[config.mk]
export PLATFORM = sky130hd
export DESIGN_NAME = vga_idx_regs
export DESIGN_NICKNAME = d
export VERILOG_FILES = /design/src/rtl/vga_idx_regs.sv
export SDC_FILE = /design/constraint.sdc
export NUM_CORES = 1
export LEC_CHECK = 0
export BUFFER_PORTS_ARGS = -buffer_cell sky130_fd_sc_hd__clkbuf_2
export CORE_ASPECT_RATIO = 0.75
export CORE_MARGIN = 4
export CORE_UTILIZATION = 45
export CTS_CLUSTER_DIAMETER = 60
export DETAILED_ROUTE_END_ITERATION = 16
export GPL_TIMING_DRIVEN = 0
export PLACE_DENSITY_LB_ADDON = 0.12
export SLEW_MARGIN = 10
export SYNTH_ARGS = -nofsm -noshare
export SYNTH_HDL_FRONTEND = slang
export SYNTH_SLANG_ARGS = --single-unit
[constraint.sdc]
create_clock -name clk -period 3.2 [get_ports clk]
set_clock_uncertainty 0.2 [all_clocks]
set_input_delay 0.64 -clock clk [delete_from_list [all_inputs] [get_ports clk]]
set_output_delay 0.64 -clock clk [all_outputs]
set_load 0.01 [all_outputs]
[src/rtl/vga_idx_regs.sv]
module vga_idx_regs #(
  parameter logic [15:0] SEQ_PORT = 16'h03C4,
  parameter logic [15:0] GFX_PORT = 16'h03CE,
  parameter int SEQ_N = 8,
  parameter int GFX_N = 9,
  parameter int MODE_REG = 7
) (
  input  logic                 clk,
  input  logic                 rst,
  input  logic                 req_valid,
  input  logic [15:0]          req_port,
  input  logic [15:0]          req_data,
  input  logic                 req_word,
  output logic                 busy,
  output logic                 ack,
  output logic                 ack_ok,
  output logic [SEQ_N*8-1:0]   seq_regs,
  output logic [GFX_N*8-1:0]   gfx_regs,
  output logic                 std_mode,
  output logic                 std_enter
);

  function automatic logic [7:0] seq_keep(input int i);
    case (i)
      0: return 8'h03;
      1: return 8'h3D;
      2: return 8'h0F;
      3: return 8'h3F;
      4: return 8'h0E;
      7: return 8'hFF;
      default: return 8'h00;
    endcase
  endfunction

  function automatic logic [7:0] gfx_keep(input int i);
    case (i)
      3: return 8'h1F;
      4: return 8'h03;
      5: return 8'h7B;
      8: return 8'hFF;
      default: return 8'h0F;
    endcase
  endfunction

  logic [7:0]  seq_q [SEQ_N];
  logic [7:0]  gfx_q [GFX_N];
  logic [7:0]  sidx_q, gidx_q;
  logic        pend_q, mode_q;
  logic [15:0] pend_port_q;
  logic [7:0]  pend_byte_q;

  logic        go, take;
  logic [15:0] cur_port;
  logic [7:0]  cur_byte;
  logic        hit_sidx, hit_sdat, hit_gidx, hit_gdat;
  logic        s_in, g_in, go_ok;

  assign take     = req_valid & ~pend_q;
  assign go       = take | pend_q;
  assign cur_port = pend_q ? pend_port_q : req_port;
  assign cur_byte = pend_q ? pend_byte_q : req_data[7:0];

  assign hit_sidx = cur_port == SEQ_PORT;
  assign hit_sdat = cur_port == SEQ_PORT + 16'd1;
  assign hit_gidx = cur_port == GFX_PORT;
  assign hit_gdat = cur_port == GFX_PORT + 16'd1;
  assign s_in     = 32'(sidx_q) < SEQ_N;
  assign g_in     = 32'(gidx_q) < GFX_N;
  assign go_ok    = go & (hit_sidx | hit_gidx | (hit_sdat & s_in) | (hit_gdat & g_in));

  always_ff @(posedge clk) begin
    if (rst) begin
      for (int k = 0; k < SEQ_N; k++) seq_q[k] <= '0;
      for (int k = 0; k < GFX_N; k++) gfx_q[k] <= '0;
      sidx_q      <= '0;
      gidx_q      <= '0;
      pend_q      <= 1'b0;
      pend_port_q <= '0;
      pend_byte_q <= '0;
      ack         <= 1'b0;
      ack_ok      <= 1'b0;
    end else begin
      ack    <= go;
      ack_ok <= go_ok;
      if (go) begin
        if (hit_sidx) sidx_q <= cur_byte;
        if (hit_gidx) gidx_q <= cur_byte;
        if (hit_sdat)
          for (int k = 0; k < SEQ_N; k++)
            if (sidx_q == 8'(k)) seq_q[k] <= cur_byte & seq_keep(k);
        if (hit_gdat)
          for (int k = 0; k < GFX_N; k++)
            if (gidx_q == 8'(k)) gfx_q[k] <= cur_byte & gfx_keep(k);
      end
      if (take && req_word) begin
        pend_q      <= 1'b1;
        pend_port_q <= req_port + 16'd1;
        pend_byte_q <= req_data[15:8];
      end else begin
        pend_q <= 1'b0;
      end
    end
  end

  always_ff @(posedge clk) begin
    if (rst) mode_q <= 1'b1;
    else     mode_q <= std_mode;
  end

  for (genvar g = 0; g < SEQ_N; g++) begin : g_seq_out
    assign seq_regs[g*8 +: 8] = seq_q[g];
  end
  for (genvar g = 0; g < GFX_N; g++) begin : g_gfx_out
    assign gfx_regs[g*8 +: 8] = gfx_q[g];
  end

  assign busy      = pend_q;
  assign std_mode  = seq_q[MODE_REG] == 8'h00;
  assign std_enter = std_mode & ~mode_q;

endmodule

==> results.ini, run 1 <==
[outcome]
status = finished, final reports clean

[placed_design]
place_congestion = 0.836
portBuffers = 109
dpl.hpwl_um = 9260
post_dp_cell_area_sq_um = 6290
dp_cells = 799

[drt]
vias_per_cell = 4.75
routed_wl_um = 12000
post-route-drc-count = 0
vias = 3954
initialDrtViolationCount = 188
first_pass_iters = 4
drtAntennaViolNets = 0
wl_per_cell_um = 14.4

[power]
p_leak_nw = 3.07
pwr-share-clk = 0.486
swShare = 0.227
ir_drop_mv = 0.431
internal-power_mw = 2.95
combPwrFrac = 0.090
cellPowerDensity_nw_per_um2 = 551
pwr-share-seq = 0.424
switchingPower_mw = 0.868

[timing]
hold_violations = 0
worst_pin_slew_ns = 0.771
drv_slew = 0
relSlewSlack = 0.483
whs_ns = 0.253
final.min_clock_period_ns = 2.98
finalCritPeriodShare = 0.932
setup_violations = 0
grt_setup_unrepaired = no
setup_tns_ns = 0
fmax_ghz = 0.335

[yosys]
ys_top_cells_by_area = edfxtp_1 (39%), dfxtp_1 (17%), buf_4 (9.5%)
syn-cell-area_sq_um = 5270
synth-seq-area-share = 0.560
async_flop_share = 0
synth-main-ff-cell = edfxtp_1
ys_types = 46
ys_ff_latch = 113
synth_warnings = 0
yosysTopAreaCellShare = 0.393
syn_inst = 465
yosys.area.top_type = edfxtp_1
synth_edf_count = 69
post_synth.cell_area_avg_sq_um = 11.3

[worst_setup_path]
r2r-end = gfx_q[0][71]
arrival_ns = 2.82
rr_startpoint = busy
critPathCaptureType = flop
rr_worst_depth = 6
criticalPathCategory = flop to flop
r2r_slack_ns = 0.22
crit_path_max_fanout = 10
start_kind = flop
critPathRequiredTime_ns = 3.04

[floorplan]
initial_utilization = 0.471
fp.coreArea_sq_um = 11200
die_width_um = 133
die_h_um = 102
pin_count = 177
std_cell_rows = 33
dieArea_sq_um = 13500

[layout]
nets = 700
drive_gt1_frac = 0.358
multi_input_area_sq_um = 1960
syn_to_final_growth_pct = 31.5
nFillCells = 932
layoutNonFillerInstCount = 833
regArea_sq_um = 2950
diodes = 0
fin_area_sq_um = 6930

[cts]
cts_max_level = 4
numCtsBuffers = 17
cts_sinks = 113
ctsHoldBuffers = 0
clock_latency_ns = 0.41
cts_tree = yes
cts_max_path_buffers = 2
cts_root_buffer = clkbuf_16
clkTransAtPathRegs_ns = 0.05

[min_path]
whs_path_depth = 2
min_to = pend_byte_q[5]
hold_path.class = flop to flop
hold_start = pend_byte_q[5]

[global_route]
grt_max_degree = 17
antenna_found_initial = 0
overflow = 0
grt_pass1_wl_um = 19100
track_usage = 0.180
grt_pass1_vias = 3870

[flow_run]
cap_violations = 0

==> power groups by stage <==
| stage | Clock (mW) | Combinational [mW] | Sequential, mW |
|---|---|---|---|
| after floorplan | 0 | 0.211 | 1.67 |
| after detailed placement | 0 | 0.335 | 1.65 |
| after CTS | 1.89 | 0.337 | 1.62 |
| after global routing | 1.95 | 0.379 | 1.63 |
| final | 1.85 | 0.343 | 1.62 |
| after global placement | 0 | 0.331 | 1.65 |
==> synth_stat cells, drive strengths merged (2+ instances only) <==
library cell / n
or4b: 2
clkbuf: 15
dfxtp: 44
nor2: 25
buf: 74
a311oi: 3
a21oi: 9
xor2: 2
o31ai: 2
nor4: 17
nor2b: 3
a211oi: 13
edfxtp: 69
xnor2: 8
or2: 9
nor3: 25
mux2i: 25
nand4b: 4
or3: 5
nand3b: 2
inv: 14
or4: 2
o21ai: 11
and3: 2
o2111ai: 2
and4: 4
nand2: 45
nor4b: 2
nand3: 8
a41o: 8
nand4: 4
==> cells in the final DEF (no fill, tap or decap), drive strengths merged, types with 2 or more instances in the layout <==
| cell type | count |
|---|---|
| clkbuf | 141 |
| buf | 78 |
| edfxtp | 69 |
| conb | 67 |
| nand2 | 45 |
| dfxtp | 44 |
| nor2 | 25 |
| mux2i | 25 |
| nor3 | 25 |
| nor4 | 17 |
| inv | 14 |
| a211oi | 13 |
| o21ai | 11 |
| or2 | 9 |
| a21oi | 9 |
| a41o | 8 |
| nand3 | 8 |
| xnor2 | 8 |
| clkinv | 8 |
| or3 | 5 |
| nand4b | 4 |
| nand4 | 4 |
| and4 | 4 |
| clkinvlp | 4 |
| nor2b | 3 |
| a311oi | 3 |
| bufinv | 3 |
| nand3b | 2 |
| or4 | 2 |
| nor4b | 2 |
| o2111ai | 2 |
| and3 | 2 |
| xor2 | 2 |
| or4b | 2 |
| o31ai | 2 |
==> critical path: stages (launching register included) <==
cell and delay (ns):
dfxtp_1 0.33, buf_2 0.20, or4_1 0.55, nor3_4 0.42, o21ai_4 0.19, buf_6 0.21, o31ai_4 0.50
==> final cells by class <==
type	instances	area share
inverters	14	0.00758
multi-input cells	315	0.283
clock buffers	17	0.0614
repair buffers	113	0.0830
clock inverters	15	0.0244
well taps	157	0.0283
plain buffers	89	0.0863
flip-flops and latches	113	0.426
==> worst max-delay path by stage <==
stage	start	endpoint	slack, ns	depth (start not counted)
after floorplan	req_port[13]	seq_q[1][24]	0.12	5
after global placement	req_port[13]	gfx_q[0][1]	-0.72	5
after detailed placement	req_port[13]	gfx_q[0][3]	-0.43	5
after CTS	busy	gfx_q[0][71]	-0.02	6
after global routing	sidx_q[4]	seq_q[0][29]	0.11	4
final	busy	gfx_q[0][71]	0.22	6
==> layer usage <==
layer	share of wire	routed length, um	track usage
met1	0.46	5550	0.246
met2	0.45	5380	0.268
met3	0.080	959	0.0631
met4	0.0098	118	0.0591
met5	0	0	0
==> through the flow <==
step	power, mW	util	setup slack [ns]
global placement	1.98	0.560	-0.721
finish	3.82	0.620	0.218
floorplan	1.88	-	0.123
detailed placement	1.99	0.562	-0.427
CTS	3.85	0.616	-0.0197
global route	3.96	0.620	0.105
==> state kept, by name (all words and copies together), names as in the netlist <==
name,cells
ack,1
mode_q,1
pend_byte_q,8
pend_port_q,16
sidx_q,8
busy,1
ack_ok,1
gidx_q,8
gfx_q,41
seq_q,28
==> kinds of logic after synthesis <==
family                   Yosys count  share of synthesized area
buffers and inverters            103                      0.123
adder cells (fa/ha/maj)            1                    0.00237
flip-flops                       113                      0.560
multiplexers                      26                     0.0496
other                              1                   0.000711
AO/OA/AOI/OAI                     51                     0.0800
AND/OR/NAND/NOR                  160                      0.167
XOR/XNOR                          10                     0.0166
==> timing repair <==
item,in CTS,in global routing
pin swaps,0,1
hold endpoints to repair,0,0
gates resized for setup,3,5
buffers inserted,0,2
endpoints found under the setup margin,31,42
Note: power is estimated with default switching activity, not from simulation.
==> inputs of run 2 (changes only) <==
--- a/config.mk
+++ b/config.mk
@@ -7,12 +7,13 @@
 export LEC_CHECK = 0
 export BUFFER_PORTS_ARGS = -buffer_cell sky130_fd_sc_hd__clkbuf_2
 export CORE_ASPECT_RATIO = 0.75
-export CORE_MARGIN = 4
 export CORE_UTILIZATION = 45
 export CTS_CLUSTER_DIAMETER = 60
 export DETAILED_ROUTE_END_ITERATION = 16
+export GPL_ROUTABILITY_DRIVEN = 0
 export GPL_TIMING_DRIVEN = 0
 export PLACE_DENSITY_LB_ADDON = 0.12
+export SKIP_CTS_REPAIR_TIMING = 1
 export SLEW_MARGIN = 10
 export SYNTH_ARGS = -nofsm -noshare
 export SYNTH_HDL_FRONTEND = slang
==> run 2 against run 1 <==
Net effect: sequential share of layout area about the same; largest power group unchanged; largest cell class unchanged; clock-buffer cell count increased by 4; first-iteration DRC count increased by 24%; worst hold slack got worse by 0.00055 ns.
==> results.ini, run 2 (synthesis gave the netlist of run 1 again) <==
[outcome]
status = finished, final reports clean

[layout]
regMostFlops = gfx_q
diodes = 0
final_common_cell = clkbuf_2
largest_reg_flops = 41
layoutNonFillerInstCount = 817
syn_to_final_growth_pct = 31.6
drive_gt1_frac = 0.355
final_core_util = 0.622
fin_area_sq_um = 6940
final_cell_mix = clkbuf_2 (109), buf_4 (71), edfxtp_1 (69)
nets = 701
top_regs = gfx_q x41, seq_q x28, pend_port_q x16

[timing]
worst_pin_slew_ns = 0.827
final.min_clock_period_ns = 3.04
hold_violations = 0
grt_setup_unrepaired = no
setup_tns_ns = 0
setup_violations = 0
finalCritPeriodShare = 0.949
whs_ns = 0.253
drv_slew = 0
fmax_ghz = 0.329
finalWorstSetupSlack_ns = 0.165
relSlewSlack = 0.445

[cts]
clock_latency_ns = 0.41
cts_sinks = 113
cts_max_level = 4
cts_max_path_buffers = 2
cts_tree = yes
numCtsBuffers = 17
clkTransAtPathRegs_ns = 0.05
cts_root_buffer = clkbuf_16

[worst_setup_path]
rr_worst_depth = 6
crit_path_max_fanout = 10
endpoint = seq_q[1][26]
critPathBufInv = 2
critPathSlowestCell = o21ai_1
cp_top_family = simple AND/OR/NAND/NOR gates
start_kind = flop
r2r-end = seq_q[1][26]
critPathCaptureType = flop
rr_startpoint = busy
cp-startpoint = busy
criticalPathCategory = flop to flop
critPathRequiredTime_ns = 3.03
path_cells = buf_2, or4_1, nor3_4, o21ai_4, buf_6, o21ai_1
path_depth = 6
slowest_delay_ns = 0.58
arrival_ns = 2.87
r2r_slack_ns = 0.16

[floorplan]
pin_count = 177
fp.coreArea_sq_um = 11100
dieArea_sq_um = 12200
std_cell_rows = 33
die_h_um = 95.7
initial_utilization = 0.473
die_width_um = 127

[global_route]
overflow = 0
track_usage = 0.194
grt_pass1_wl_um = 17700
antenna_found_initial = 0
grt_pass1_vias = 3562
grt_max_degree = 17

[drt]
vias = 3923
wl_met1_um = 5420
routed_wl_um = 11300
wl_per_cell_um = 13.9
first_pass_iters = 4
highest_layer = met4
drtAntennaViolNets = 0
initialDrtViolationCount = 234
route.met2.wl_um = 5120
vias_per_cell = 4.80
wl_met3_um = 700
post-route-drc-count = 0

[placed_design]
post_dp_cell_area_sq_um = 6260
dp_cells = 781
portBuffers = 109
dp_slack_ns = -0.642
dpl.hpwl_um = 8610

[power]
cellPowerDensity_nw_per_um2 = 561
total_power_mw = 3.89
p_leak_nw = 3.09
ir_drop_mv = 0.454

[min_path]
whs_path_depth = 3
hold_path.class = primary input to flop
hold_start = req_data[9]

[flow_run]
cap_violations = 0

[run 2: where the power goes]
part           switching [mW]  internal, mW
Sequential             0.0235          1.60
Clock                   0.613          1.31
Combinational           0.200         0.140
Total                   0.837          3.05
[run 2: worst min-delay path by stage]
stage / slack (ns) / endpoint
floorplan: 0.23 / sidx_q[7]
global placement: 0.24 / pend_byte_q[5]
detailed placement: 0.25 / pend_byte_q[7]
CTS: 0.25 / pend_byte_q[1]
global route: 0.26 / pend_byte_q[1]
finish: 0.25 / pend_byte_q[1]
[run 2: metal layers]
metal,GRT usage,up-vias
li1,-,1964
met2,0.297,148
met3,0.0534,9
met5,0,-
met4,0.0655,0
met1,0.266,1802
[run 2: cell type report]
type | count | area (sq um)
tap | 140 | 175
fill | 943 | 4210
timing repair buffer | 114 | 581
multi-input combinational | 315 | 1960
clock buffer | 21 | 450
inverter | 14 | 52.6
buffer | 89 | 598
sequential | 113 | 2950
clock inverter | 11 | 163
[run 2: tightest hold or removal path, delay by kind of cell]
kind,cells,cell delay (ns)
AOI/OAI and AO/OA,1,0.05
buffers and inverters,1,0.08
and+or+nand+nor,1,0.05
